`config.mk`:
```
export PLATFORM = sky130hd
export DESIGN_NAME = ir_rx_top
export DESIGN_NICKNAME = d
export VERILOG_FILES = /design/src/rtl/ir_rx_pkg.sv /design/src/rtl/ir_rx_tick.sv /design/src/rtl/ir_rx_runlen.sv /design/src/rtl/ir_rx_fifo.sv /design/src/rtl/ir_rx_top.sv
export SDC_FILE = /design/constraint.sdc
export NUM_CORES = 1
export LEC_CHECK = 0
export ABC_AREA = 1
export BUFFER_PORTS_ARGS = -buffer_cell sky130_fd_sc_hd__buf_2
export CORE_ASPECT_RATIO = 1.2
export CORE_MARGIN = 3
export CORE_UTILIZATION = 50
export CTS_CLUSTER_DIAMETER = 150
export DETAILED_ROUTE_END_ITERATION = 16
export PLACE_DENSITY = 0.77
export SETUP_SLACK_MARGIN = 0.3
export SYNTH_ARGS = -nofsm -noshare
export SYNTH_HDL_FRONTEND = slang
export SYNTH_SLANG_ARGS = --single-unit
```
`constraint.sdc`:
```
create_clock -name clk -period 2.53 [get_ports clk]
set_clock_uncertainty 0.1 [all_clocks]
set_input_delay 0.253 -clock clk [delete_from_list [all_inputs] [get_ports clk]]
set_output_delay 0.253 -clock clk [all_outputs]
set_load 0.005 [all_outputs]
```
`src/rtl/ir_rx_pkg.sv`:
```
package ir_rx_pkg;

  localparam int BUS_W = 8;
  localparam int PER_W = 7;

  typedef enum logic [2:0] {
    A_STAT  = 3'd0,
    A_DATA  = 3'd1,
    A_CTRL  = 3'd2,
    A_TOUT  = 3'd3,
    A_CLASS = 3'd4
  } reg_addr_e;

  typedef enum logic [1:0] {
    PER_50US  = 2'b00,
    PER_1US   = 2'b01,
    PER_25US  = 2'b10,
    PER_100US = 2'b11
  } per_sel_e;

  localparam int ST_RXD = 0;
  localparam int ST_RXT = 1;
  localparam int ST_TXU = 2;
  localparam int ST_TXF = 3;
  localparam int ST_IE  = 7;

  function automatic logic [PER_W-1:0] period_us(input logic [1:0] sel);
    case (sel)
      PER_1US:   period_us = PER_W'(1);
      PER_25US:  period_us = PER_W'(25);
      PER_100US: period_us = PER_W'(100);
      default:   period_us = PER_W'(50);
    endcase
  endfunction

endpackage

```
`src/rtl/ir_rx_tick.sv`:
```
module ir_rx_tick
  import ir_rx_pkg::*;
#(
  parameter int CLK_PER_US = 50
) (
  input  logic       clk,
  input  logic       rst,
  input  logic [1:0] sel,
  input  logic       restart,
  output logic       tick
);

  logic             us_stb;
  logic [PER_W-1:0] per_cnt;
  logic [PER_W-1:0] per_lim;

  generate
    if (CLK_PER_US > 1) begin : g_div
      localparam int UW = $clog2(CLK_PER_US);
      logic [UW-1:0] us_cnt;
      always_ff @(posedge clk) begin
        if (rst || restart) us_cnt <= '0;
        else if (us_cnt == UW'(CLK_PER_US - 1)) us_cnt <= '0;
        else us_cnt <= us_cnt + 1'b1;
      end
      assign us_stb = (us_cnt == UW'(CLK_PER_US - 1));
    end else begin : g_nodiv
      assign us_stb = 1'b1;
    end
  endgenerate

  assign per_lim = period_us(sel) - 1'b1;

  always_ff @(posedge clk) begin
    if (rst || restart) begin
      per_cnt <= '0;
      tick    <= 1'b0;
    end else begin
      tick <= 1'b0;
      if (us_stb) begin
        if (per_cnt >= per_lim) begin
          per_cnt <= '0;
          tick    <= 1'b1;
        end else begin
          per_cnt <= per_cnt + 1'b1;
        end
      end
    end
  end

endmodule

```
`src/rtl/ir_rx_runlen.sv`:
```
module ir_rx_runlen #(
  parameter int DUR_W = 7,
  parameter int THR_W = 8
) (
  input  logic             clk,
  input  logic             rst,
  input  logic             tick,
  input  logic             ir_in,
  input  logic [THR_W-1:0] tout_thr,
  output logic             push,
  output logic [DUR_W:0]   push_byte,
  output logic             tout_evt
);

  localparam int MAXC = (1 << DUR_W) - 1;

  logic             s1, lvl;
  logic             act, act_n;
  logic             pol, pol_n;
  logic [DUR_W-1:0] cnt, cnt_n;
  logic [THR_W-1:0] idle, idle_n;
  logic             emit, tev;
  logic [DUR_W:0]   ebyte;

  always_ff @(posedge clk) begin
    if (rst) begin
      s1  <= 1'b0;
      lvl <= 1'b0;
    end else begin
      s1  <= ir_in;
      lvl <= s1;
    end
  end

  always_comb begin
    act_n  = act;
    pol_n  = pol;
    cnt_n  = cnt;
    idle_n = idle;
    emit   = 1'b0;
    ebyte  = '0;
    tev    = 1'b0;
    if (tick) begin
      if (!act) begin
        if (lvl) begin
          act_n  = 1'b1;
          pol_n  = 1'b1;
          cnt_n  = DUR_W'(1);
          idle_n = '0;
        end
      end else begin
        if (lvl == pol) begin
          if (cnt == DUR_W'(MAXC - 1)) begin
            emit  = 1'b1;
            ebyte = {pol, DUR_W'(MAXC)};
            cnt_n = '0;
          end else begin
            cnt_n = cnt + 1'b1;
          end
        end else begin
          if (cnt != '0) begin
            emit  = 1'b1;
            ebyte = {pol, cnt};
          end
          pol_n = lvl;
          cnt_n = DUR_W'(1);
        end
        if (lvl) idle_n = '0;
        else if (idle != '1) idle_n = idle + 1'b1;
        if (!lvl && (tout_thr != '0) && (idle_n >= tout_thr)) begin
          tev = 1'b1;
          if (!emit && (cnt_n != '0)) begin
            emit  = 1'b1;
            ebyte = {1'b0, cnt_n};
          end
          act_n  = 1'b0;
          pol_n  = 1'b0;
          cnt_n  = '0;
          idle_n = '0;
        end
      end
    end
  end

  always_ff @(posedge clk) begin
    if (rst) begin
      act       <= 1'b0;
      pol       <= 1'b0;
      cnt       <= '0;
      idle      <= '0;
      push      <= 1'b0;
      push_byte <= '0;
      tout_evt  <= 1'b0;
    end else begin
      act       <= act_n;
      pol       <= pol_n;
      cnt       <= cnt_n;
      idle      <= idle_n;
      push      <= emit;
      push_byte <= ebyte;
      tout_evt  <= tev;
    end
  end

  AST_CNT_BELOW_MAX: assert property (@(posedge clk) disable iff (rst) cnt != DUR_W'(MAXC));
  AST_PUSH_AFTER_TICK: assert property (@(posedge clk) disable iff (rst) push |-> $past(tick));
  AST_TOUT_AFTER_TICK: assert property (@(posedge clk) disable iff (rst) tout_evt |-> $past(tick));

endmodule

```
`src/rtl/ir_rx_fifo.sv`:
```
module ir_rx_fifo #(
  parameter int DW    = 8,
  parameter int DEPTH = 16
) (
  input  logic                       clk,
  input  logic                       rst,
  input  logic                       push,
  input  logic [DW-1:0]              din,
  input  logic                       pop,
  output logic [DW-1:0]              q,
  output logic [$clog2(DEPTH):0]     count,
  output logic                       empty,
  output logic                       full
);

  localparam int AW = $clog2(DEPTH);

  logic [DW-1:0] mem [DEPTH];
  logic [AW-1:0] wptr, rptr;
  logic          do_push, do_pop;

  assign empty   = (count == '0);
  assign full    = (count == (AW+1)'(DEPTH));
  assign do_push = push && !full;
  assign do_pop  = pop && !empty;

  always_ff @(posedge clk) begin
    if (do_push) mem[wptr] <= din;
    if (do_pop) q <= mem[rptr];
  end

  always_ff @(posedge clk) begin
    if (rst) begin
      wptr  <= '0;
      rptr  <= '0;
      count <= '0;
    end else begin
      if (do_push) wptr <= (wptr == AW'(DEPTH - 1)) ? '0 : wptr + 1'b1;
      if (do_pop) rptr <= (rptr == AW'(DEPTH - 1)) ? '0 : rptr + 1'b1;
      count <= count + (AW+1)'(do_push) - (AW+1)'(do_pop);
    end
  end

  AST_NO_OVERFLOW: assert property (@(posedge clk) disable iff (rst) count <= (AW+1)'(DEPTH));
  AST_FULL_HOLDS: assert property (@(posedge clk) disable iff (rst) (full && push && !pop) |=> full);

endmodule

```
`src/rtl/ir_rx_top.sv`:
```
module ir_rx_top
  import ir_rx_pkg::*;
#(
  parameter int         CLK_PER_US = 50,
  parameter int         FIFO_DEPTH = 16,
  parameter int         DUR_W      = 7,
  parameter int         TX_COUNT   = 1,
  parameter logic [7:0] TOUT_RST   = 8'd64
) (
  input  logic       clk,
  input  logic       rst,
  input  logic       ir_in,
  input  logic       tx_urun_evt,
  input  logic       tx_fin_evt,
  input  logic [2:0] bus_addr,
  input  logic       bus_wr,
  input  logic       bus_rd,
  input  logic [7:0] bus_wdata,
  output logic [7:0] bus_rdata,
  output logic       irq
);

  localparam int BW  = DUR_W + 1;
  localparam int CW  = $clog2(FIFO_DEPTH) + 1;
  localparam int THR_W = 8;

  logic [3:0]       flags;
  logic             ie;
  logic [1:0]       per_sel;
  logic [THR_W-1:0] tout_thr;
  logic [7:0]       reg_q;
  logic             data_sel;

  logic             tick;
  logic             push;
  logic [BW-1:0]    push_byte;
  logic             tout_evt;
  logic [BW-1:0]    fifo_q;
  logic [CW-1:0]    fifo_count;
  logic             fifo_empty, fifo_full;

  logic             wr_stat, wr_ctrl, wr_tout, rd_data, pop;
  logic             rx_clear_ok;

  assign wr_stat = bus_wr && (bus_addr == A_STAT);
  assign wr_ctrl = bus_wr && (bus_addr == A_CTRL);
  assign wr_tout = bus_wr && (bus_addr == A_TOUT);
  assign rd_data = bus_rd && (bus_addr == A_DATA);
  assign pop     = rd_data && !fifo_empty;
  assign rx_clear_ok = fifo_empty && !push;

  ir_rx_tick #(.CLK_PER_US(CLK_PER_US)) u_tick (
    .clk(clk), .rst(rst), .sel(per_sel), .restart(wr_ctrl), .tick(tick)
  );

  ir_rx_runlen #(.DUR_W(DUR_W), .THR_W(THR_W)) u_runlen (
    .clk(clk), .rst(rst), .tick(tick), .ir_in(ir_in), .tout_thr(tout_thr),
    .push(push), .push_byte(push_byte), .tout_evt(tout_evt)
  );

  ir_rx_fifo #(.DW(BW), .DEPTH(FIFO_DEPTH)) u_fifo (
    .clk(clk), .rst(rst), .push(push), .din(push_byte), .pop(pop),
    .q(fifo_q), .count(fifo_count), .empty(fifo_empty), .full(fifo_full)
  );

  always_ff @(posedge clk) begin
    if (rst) begin
      flags    <= '0;
      ie       <= 1'b0;
      per_sel  <= PER_50US;
      tout_thr <= TOUT_RST;
      irq      <= 1'b0;
    end else begin
      irq <= ie && (flags != '0);

      if (push) flags[ST_RXD] <= 1'b1;
      else if (wr_stat && bus_wdata[ST_RXD] && rx_clear_ok) flags[ST_RXD] <= 1'b0;

      if (tout_evt && (!fifo_empty || push)) flags[ST_RXT] <= 1'b1;
      else if (wr_stat && bus_wdata[ST_RXT] && rx_clear_ok) flags[ST_RXT] <= 1'b0;

      if (tx_urun_evt) flags[ST_TXU] <= 1'b1;
      else if (wr_stat && bus_wdata[ST_TXU]) flags[ST_TXU] <= 1'b0;

      if (tx_fin_evt) flags[ST_TXF] <= 1'b1;
      else if (wr_stat && bus_wdata[ST_TXF]) flags[ST_TXF] <= 1'b0;

      if (wr_stat) ie <= bus_wdata[ST_IE];
      if (wr_ctrl) per_sel <= bus_wdata[1:0];
      if (wr_tout) tout_thr <= bus_wdata[THR_W-1:0];
    end
  end

  always_ff @(posedge clk) begin
    if (rst) begin
      reg_q    <= '0;
      data_sel <= 1'b0;
    end else if (bus_rd) begin
      data_sel <= pop;
      case (bus_addr)
        A_STAT:  reg_q <= {ie, 3'b000, flags};
        A_CTRL:  reg_q <= {6'b0, per_sel};
        A_TOUT:  reg_q <= 8'(tout_thr);
        A_CLASS: reg_q <= 8'(TX_COUNT);
        default: reg_q <= '0;
      endcase
    end
  end

  assign bus_rdata = data_sel ? BUS_W'(fifo_q) : reg_q;

  AST_IRQ_GATED: assert property (@(posedge clk) disable iff (rst) !ie |=> !irq);
  AST_RXD_HELD: assert property (@(posedge clk) disable iff (rst) (fifo_count != '0) |-> flags[ST_RXD]);
  AST_EMPTY_READ_ZERO: assert property (@(posedge clk) disable iff (rst) (rd_data && fifo_empty) |=> (bus_rdata == 8'h00));
  AST_EMPTY_READ_KEEP: assert property (@(posedge clk) disable iff (rst) (rd_data && fifo_empty && !push) |=> (fifo_count == '0));

endmodule

```
==> summary.txt, run 1 <==
Outcome
  • Outcome: finished with violations
  • Failing checks: setup timing

Floorplan
  • # IOs: 27
  • Core area: 0.01899 mm^2
  • Die ar.: 0.02122 mm^2
  • Die height: 159.0 um
  • Die width: 133.5 um
  • Initial Util: 0.5133
  • Row count: 55

Critical path
  • Kind of critical path: reg2reg
  • Delay-heaviest family, CP: simple AND/OR/NAND/NOR gates
  • Startpoint types: flip-flop
  • Worst setup EP type: flip-flop
  • Worst path slowest cell: dfxtp_4
  • CP Launch Point: u_runlen.idle[0]
  • CP cell instances: ha_4, nand3_4, inv_4, nand3_4, a21oi_1, ha_1, nand2_2, nor2_2, nor2_2, o21ai_2, nand2_1, nand2_2, nand2_4, inv_8, nor2_4, nand2_1, a21oi_2
  • Req. time, crit path: 2.86 ns
  • CP max stage delay: 0.37 ns
  • Reg2Reg Launch Point: u_runlen.idle[0]
  • Maximum fanout along the worst path: 7
  • Worst EP arrival: 3.07 ns
  • Worst path bufs/invs: 2

Synth
  • Register area share after synthesis: 0.5852
  • Compound-Gate Fraction of Synth Area: 0.1145
  • Mapped Area: 0.009749 mm^2
  • Gate count of the mapped netlist: 987
  • Synth Area in Adders: 0.04569
  • Largest family of logic cells by synthesized area: simple AND/OR/NAND/NOR gates
  • Post-Synth Simple-Gate Area: 0.1703
  • Synth Flop Type: edfxtp_1
  • Average size of a mapped cell: 9.878 um^2
  • Syn_nets: 1,040
  • XOR/XNOR share of the synthesized area: 0.005390
  • Ys async rst share: 0
  • Post-synthesis mux area share: 0.02156
  • EDFF count, synth: 136
  • Register bit total from synthesis: 217
  • Count of cell types in the netlist: 46
  • Synth Warn #: 0

Timing
  • Final period utilization: 1.083
  • Achievable Freq: 364.8 MHz
  • Max-slew violations: 0
  • Worst-Margin Slew: 0.7905 ns
  • Setup ws final: -0.2110 ns
  • Final setup violating endpoints: 26
  • Slew margin rel.: 0.4730
  • RSZ-0062 raised after global routing: true
  • Final Critical Period: 2.741 ns
  • Setup TNS: -3.490 ns
  • Final Hold Fails: 0

Detailed routing
  • Vias per cell: 5.514
  • 1st-pass router iterations: 5
  • ANT nets after route: 0
  • Drt wl/cell: 16.63 um
  • Via count: 7,417
  • Initial DRC count: 636
  • Drt drc: 0
  • Total Routed Length: 22.37 mm

GRT
  • Antenna violations before repair: 0
  • GRT Overall Usage: 0.2034
  • Number of global-route vias before repair: 7,121
  • Largest net degree at the start of global routing: 45
  • Global-route wire length before repair: 35.02 mm
  • GRT overflow: 0

Pwr
  • Max VDD drop: 0.8385 mV
  • Total power: 7738 uW
  • Cell Pwr Density: 661.4 mW/mm^2
  • Leakage: 0.004306 uW

Finish
  • Fin cells: 1,345
  • Antenna Diode Count: 0
  • Fin nets: 1,127
  • Util after Layout: 0.6159
  • Area grow syn2layout: 19.99%
  • Share of layout cells above drive strength 1: 0.2103
  • Most frequent cells in the layout: 140 x nor2_1, 136 x edfxtp_1, 124 x nand2_1
  • Most common cell after layout, fill and taps aside: nor2_1

Clock tree
  • Clk root buf: clkbuf_16
  • Clock tree buffer depth: 3
  • TritonCTS clock tree: done
  • H-tree level count: 1
  • Clock-pin slew on the worst setup and hold paths: 0.07 ns
  • CTS Sinks: 217
  • Clock latency reported for the late side of the worst-skew pair: 0.50 ns
  • CTS Buf Count: 22

Min path
  • Worst hold path class: in2reg
  • Hold_sp: bus_rd

Job
  • Max-Cap Viols: 0

Placed design
  • PortBufs: 26
  • Inst Count DP: 1,266
  • Final HPWL DP: 13.71 mm
  • RD Place Congestion: 0.8958
[through the flow]
stage	setup slack [ns]	area, um^2	hold WS (ns)
after floorplan	0.1607	9819	0.2600
after global placement	0.05612	10340	0.2892
after detailed placement	-0.04152	10340	0.3045
after CTS	-0.02733	11460	0.01987
after global routing	-0.3794	11700	0.04595
final	-0.2110	11700	0.04848
[kinds of logic after synthesis]
family | count (synthesis)
buffers and inverters | 139
multiplexers | 20
AND/OR/NAND/NOR | 378
XOR/XNOR | 6
flip-flops | 217
AO/OA/AOI/OAI | 192
adder cells (fa/ha/maj) | 35
[cell type report]
class	instances	area, um^2
Clock buffer	28	614.3
Clock inverter	11	137.6
Fill cell	1481	7295
Inverter	105	411.6
Multi-Input combinational cell	632	3787
Sequential cell	217	5720
Tap cell	256	320.3
Timing Repair Buffer	96	706.9
[synthesized netlist by cell type, types with 2 or more instances]
cell	number	area (um^2)
buf_6	2	22.52
buf_2	8	40.04
xnor2_1	3	26.28
o21ai_0	74	370.4
inv_1	96	360.4
nor3_1	14	70.07
clkbuf_1	19	71.32
buf_1	3	11.26
ha_1	34	425.4
xor2_1	3	26.28
o32ai_1	20	175.2
o22ai_1	3	18.77
nor2_2	5	31.28
o221ai_1	12	105.1
nor2_4	2	22.52
edfxtp_1	136	4084
a31oi_1	2	12.51
mux2_2	8	90.09
or2_2	2	12.51
inv_2	7	26.28
nor2_1	147	551.8
dfxtp_1	81	1622
nand2_1	136	510.5
a21oi_1	66	330.3
mux2i_1	12	120.1
buf_4	2	15.01
nand2_2	9	56.30
a211oi_1	3	22.52
o21ai_1	4	20.02
nand4_1	11	68.82
nand2_4	3	33.78
nand3_1	41	205.2
o211ai_1	5	37.54
nor4_1	2	12.51
[per-layer routing]
layer	part of all wire	GRT usage	up-vias	routed length, um
met1	0.40	0.2493	3523	8853
met5	0	0	-	0
met4	0.031	0.07016	0	694
met3	0.058	0.03034	54	1308
li1	-	-	3582	-
met2	0.51	0.3655	258	11510
[state kept, by name (all words and copies together) (netlist names), 6 cells and up]
| signal | count |
|---|---|
| u_runlen.cnt | 7 |
| u_tick.per_cnt | 7 |
| u_fifo.q | 8 |
| reg_q | 8 |
| u_runlen.idle | 8 |
| tout_thr | 8 |
| u_runlen.push_byte | 8 |
| u_fifo.mem | 128 |
| u_tick.g_div.us_cnt | 6 |
[path summary, 6_finish.rpt]
check             slack, ns                to  cells past startpoint
hold / removal         0.05          reg_q[6]                      3
hold reg to reg        0.31      u_runlen.lvl                      2
setup reg to reg      -0.21  u_runlen.idle[5]                     17
setup / recovery      -0.21  u_runlen.idle[5]                     17
[where the power goes]
part	internal, uW	total [uW]	switching (uW)
combinational	256	593	337
sequential	3760	3810	43.4
clock	2030	3340	1310
total	6040	7740	1690
[worst min-delay path: stages]
cell	delay (ns)
buf_2	0.10
buf_4	0.16
a21oi_1	0.07
[repair_timing]
item                                    in CTS  in global routing
setup buffers                               16                 10
endpoints found under the hold margin       13                  0
resized for setup                           29                 47
cloned                                       1                  0
endpoints found under the setup margin      30                 37
pin swaps                                   29                 38
hold buffers                                13                  0
No activity file was read; power rests on OpenSTA's default activity.
==> run 2: changes to the inputs <==
Settings changed: CORE_ASPECT_RATIO 1.2 to 0.6, CORE_MARGIN 3 to 2.
==> run 2 against run 1 <==
The run still ends with setup timing left. Global-route usage is 3.0 points higher. Wire length is 10% higher. Non-clock buffer count is 14 higher.
==> summary.txt, run 2 (same netlist as run 1, synthesis figures left out) <==
Outcome
  • Outcome: finished with violations
  • Failing checks: setup timing

Placed design
  • Final HPWL DP: 15.22 mm (+11%)
  • PortBufs: 26 (unchanged)
  • RD Place Congestion: 0.9264 (+3.4%)
  • Area after DPL: 0.01045 mm^2 (+1.0%)

Clock tree
  • TritonCTS clock tree: done
  • CTS Buf Count: 20 (-9.1%)
  • Clock latency reported for the late side of the worst-skew pair: 0.50 ns (about the same)
  • H-tree level count: 1 (unchanged)
  • Clk root buf: clkbuf_16
  • Clock tree buffer depth: 3 (unchanged)
  • CTS Sinks: 217 (unchanged)
  • Clock-pin slew on the worst setup and hold paths: 0.07 ns (about the same)

Finish
  • Most common cell after layout, fill and taps aside: nor2_1
  • # fillers: 1,434 (-3.2%)
  • Design Area, Final: 0.01185 mm^2 (+1.3%)
  • Most frequent cells in the layout: 143 x nor2_1, 136 x edfxtp_1, 120 x nand2_1
  • Storage cell area: 0.005725 mm^2 (about the same)
  • Fin nets: 1,139 (+1.1%)
  • Antenna Diode Count: 0 (unchanged)
  • Area grow syn2layout: 21.57%
  • Max reg flops: 128 (unchanged)
  • Share of layout cells above drive strength 1: 0.2236 (+0.01335)
  • Largest Register: u_fifo.mem
  • Area occupied by multi-input gates: 0.003891 mm^2 (+2.7%)

Critical path
  • Startpoint types: flip-flop
  • Kind of critical path: reg2reg
  • Req. time, crit path: 2.86 ns (about the same)
  • Worst setup EP type: flip-flop
  • Worst path bufs/invs: 2 (unchanged)
  • Worst path slowest cell: dfxtp_4
  • Worst EP arrival: 2.98 ns (-0.09 ns)
  • Maximum fanout along the worst path: 7 (unchanged)
  • CP max stage delay: 0.39 ns (+0.02 ns)
  • Delay-heaviest family, CP: simple AND/OR/NAND/NOR gates
  • CP cell instances: nand3_4, nor2_4, buf_4, a31oi_1, nor3_1, ha_1, nand2_1, nor2_1, nor3_2, nand2_2, nand2_4, inv_8, nor2_4, nand2_1, a21oi_1

Timing
  • Achievable Freq: 377.2 MHz (+3.4%)
  • Max-slew violations: 0 (unchanged)
  • Slew margin rel.: 0.5214 (+0.04838)
  • Final Hold Fails: 0 (unchanged)
  • Setup ws final: -0.1213 ns (+0.08962 ns)
  • Final Critical Period: 2.651 ns (-0.08962 ns)
  • Final setup violating endpoints: 23 (-12%)
  • Setup TNS: -1.455 ns (+2.035 ns)
  • Min Hold Slack: 0.01487 ns (-0.03361 ns)
  • Final period utilization: 1.048 (-0.03542)
  • Worst-Margin Slew: 0.7169 ns (-0.07355 ns)
  • RSZ-0062 raised after global routing: true

Pwr
  • Leakage: 0.004345 uW (+0.91%)
  • Max VDD drop: 0.5843 mV (-30%)
  • Total power: 7560 uW (-2.3%)
  • Cell Pwr Density: 637.8 mW/mm^2 (-3.6%)

Detailed routing
  • Drt wl/cell: 18.01 um (+8.3%)
  • Drt drc: 0 (unchanged)
  • Via count: 7,665 (+3.3%)
  • 1st-pass router iterations: 5 (unchanged)
  • Vias per cell: 5.611 (+1.8%)
  • Initial DRC count: 884 (+39%)
  • ANT nets after route: 0 (unchanged)
  • Total Routed Length: 24.61 mm (+10%)

GRT
  • Antenna violations before repair: 0 (unchanged)
  • Number of global-route vias before repair: 7,143 (+0.31%)
  • GRT Overall Usage: 0.2331 (+0.02974)
  • GRT overflow: 0 (unchanged)
  • Global-route wire length before repair: 37.78 mm (+7.9%)
  • Largest net degree at the start of global routing: 55 (+22%)

Floorplan
  • # IOs: 27 (unchanged)
  • Die height: 112.2 um (-29%)
  • Row count: 39 (-29%)
  • Initial Util: 0.5110 (-0.002323)
  • Die width: 184.3 um (+38%)
  • Core area: 0.01908 mm^2 (+0.45%)
  • Die ar.: 0.02067 mm^2 (-2.6%)

Job
  • Max-Cap Viols: 0 (unchanged)

Min path
  • Worst hold path class: in2reg
## run 2: cell count changes in the layout (fill, tap and decap cells not counted), sizes merged
cell | previous run | this run
buf | 83 | 96
bufinv | 3 | 2
clkbuf | 28 | 26
clkinvlp | 1 | 2
dlygate4sd3 | 13 | 14
inv | 105 | 104
## run 2: final cells by class
cell class	count	area share
clock buffer	26	0.04592
clock inverter	10	0.008551
inverter	105	0.03452
timing repair buffer	110	0.07157
tap	266	0.02808
multi-input combinational	632	0.3283
sequential	217	0.4831
## run 2: final timing paths
| path | from | to | slack (ns) | depth (start not counted) |
|---|---|---|---|---|
| max | u_runlen.idle[0] | u_runlen.cnt[6] | -0.12 | 15 |
| min | bus_wdata[3] | tout_thr[3] | 0.01 | 3 |
| max reg2reg | u_runlen.idle[0] | u_runlen.cnt[6] | -0.12 | 15 |
| min reg2reg | u_runlen.s1 | u_runlen.lvl | 0.35 | 2 |
## run 2: stage by stage
stage	utilization	setup WS, ns	cells
finish	0.6212	-0.1213	1366
CTS	0.6052	-0.004757	1351
floorplan	-	0.1607	987
global placement	0.5477	0.006225	1285
global route	0.6212	-0.2433	1366
detailed placement	0.5477	-0.09404	1285
## run 2: tightest hold or removal path, stage by stage
cell and delay [ns]:
buf_2 0.10, o21ai_0 0.10, a21oi_1 0.12
## run 2: timing repair
item                                    CTS  global route
endpoints found under the setup margin   30            41
gates cloned                              1             0
pin swaps                                21            39
buffers inserted                         15            15
hold buffers                             14             0
resized for setup                        49            44
endpoints found under the hold margin    17             0
## run 2: routing by layer
layer	track usage	vias to the layer above	part of all wire	routed length, um
met5	0	-	0	0
met1	0.3495	3620	0.44	10910
met2	0.3502	389	0.44	10880
met3	0.04640	41	0.10	2451
li1	-	3615	-	-
met4	0.05493	0	0.015	361
## run 2: power by group
| part | switching (uW) | internal (uW) | leakage, uW |
|---|---|---|---|
| Combinational | 393 | 340 | 0.00215 |
| Sequential | 43.8 | 3760 | 0.00188 |
| Clock | 1300 | 1730 | 0.000310 |
| Total | 1730 | 5830 | 0.00435 |
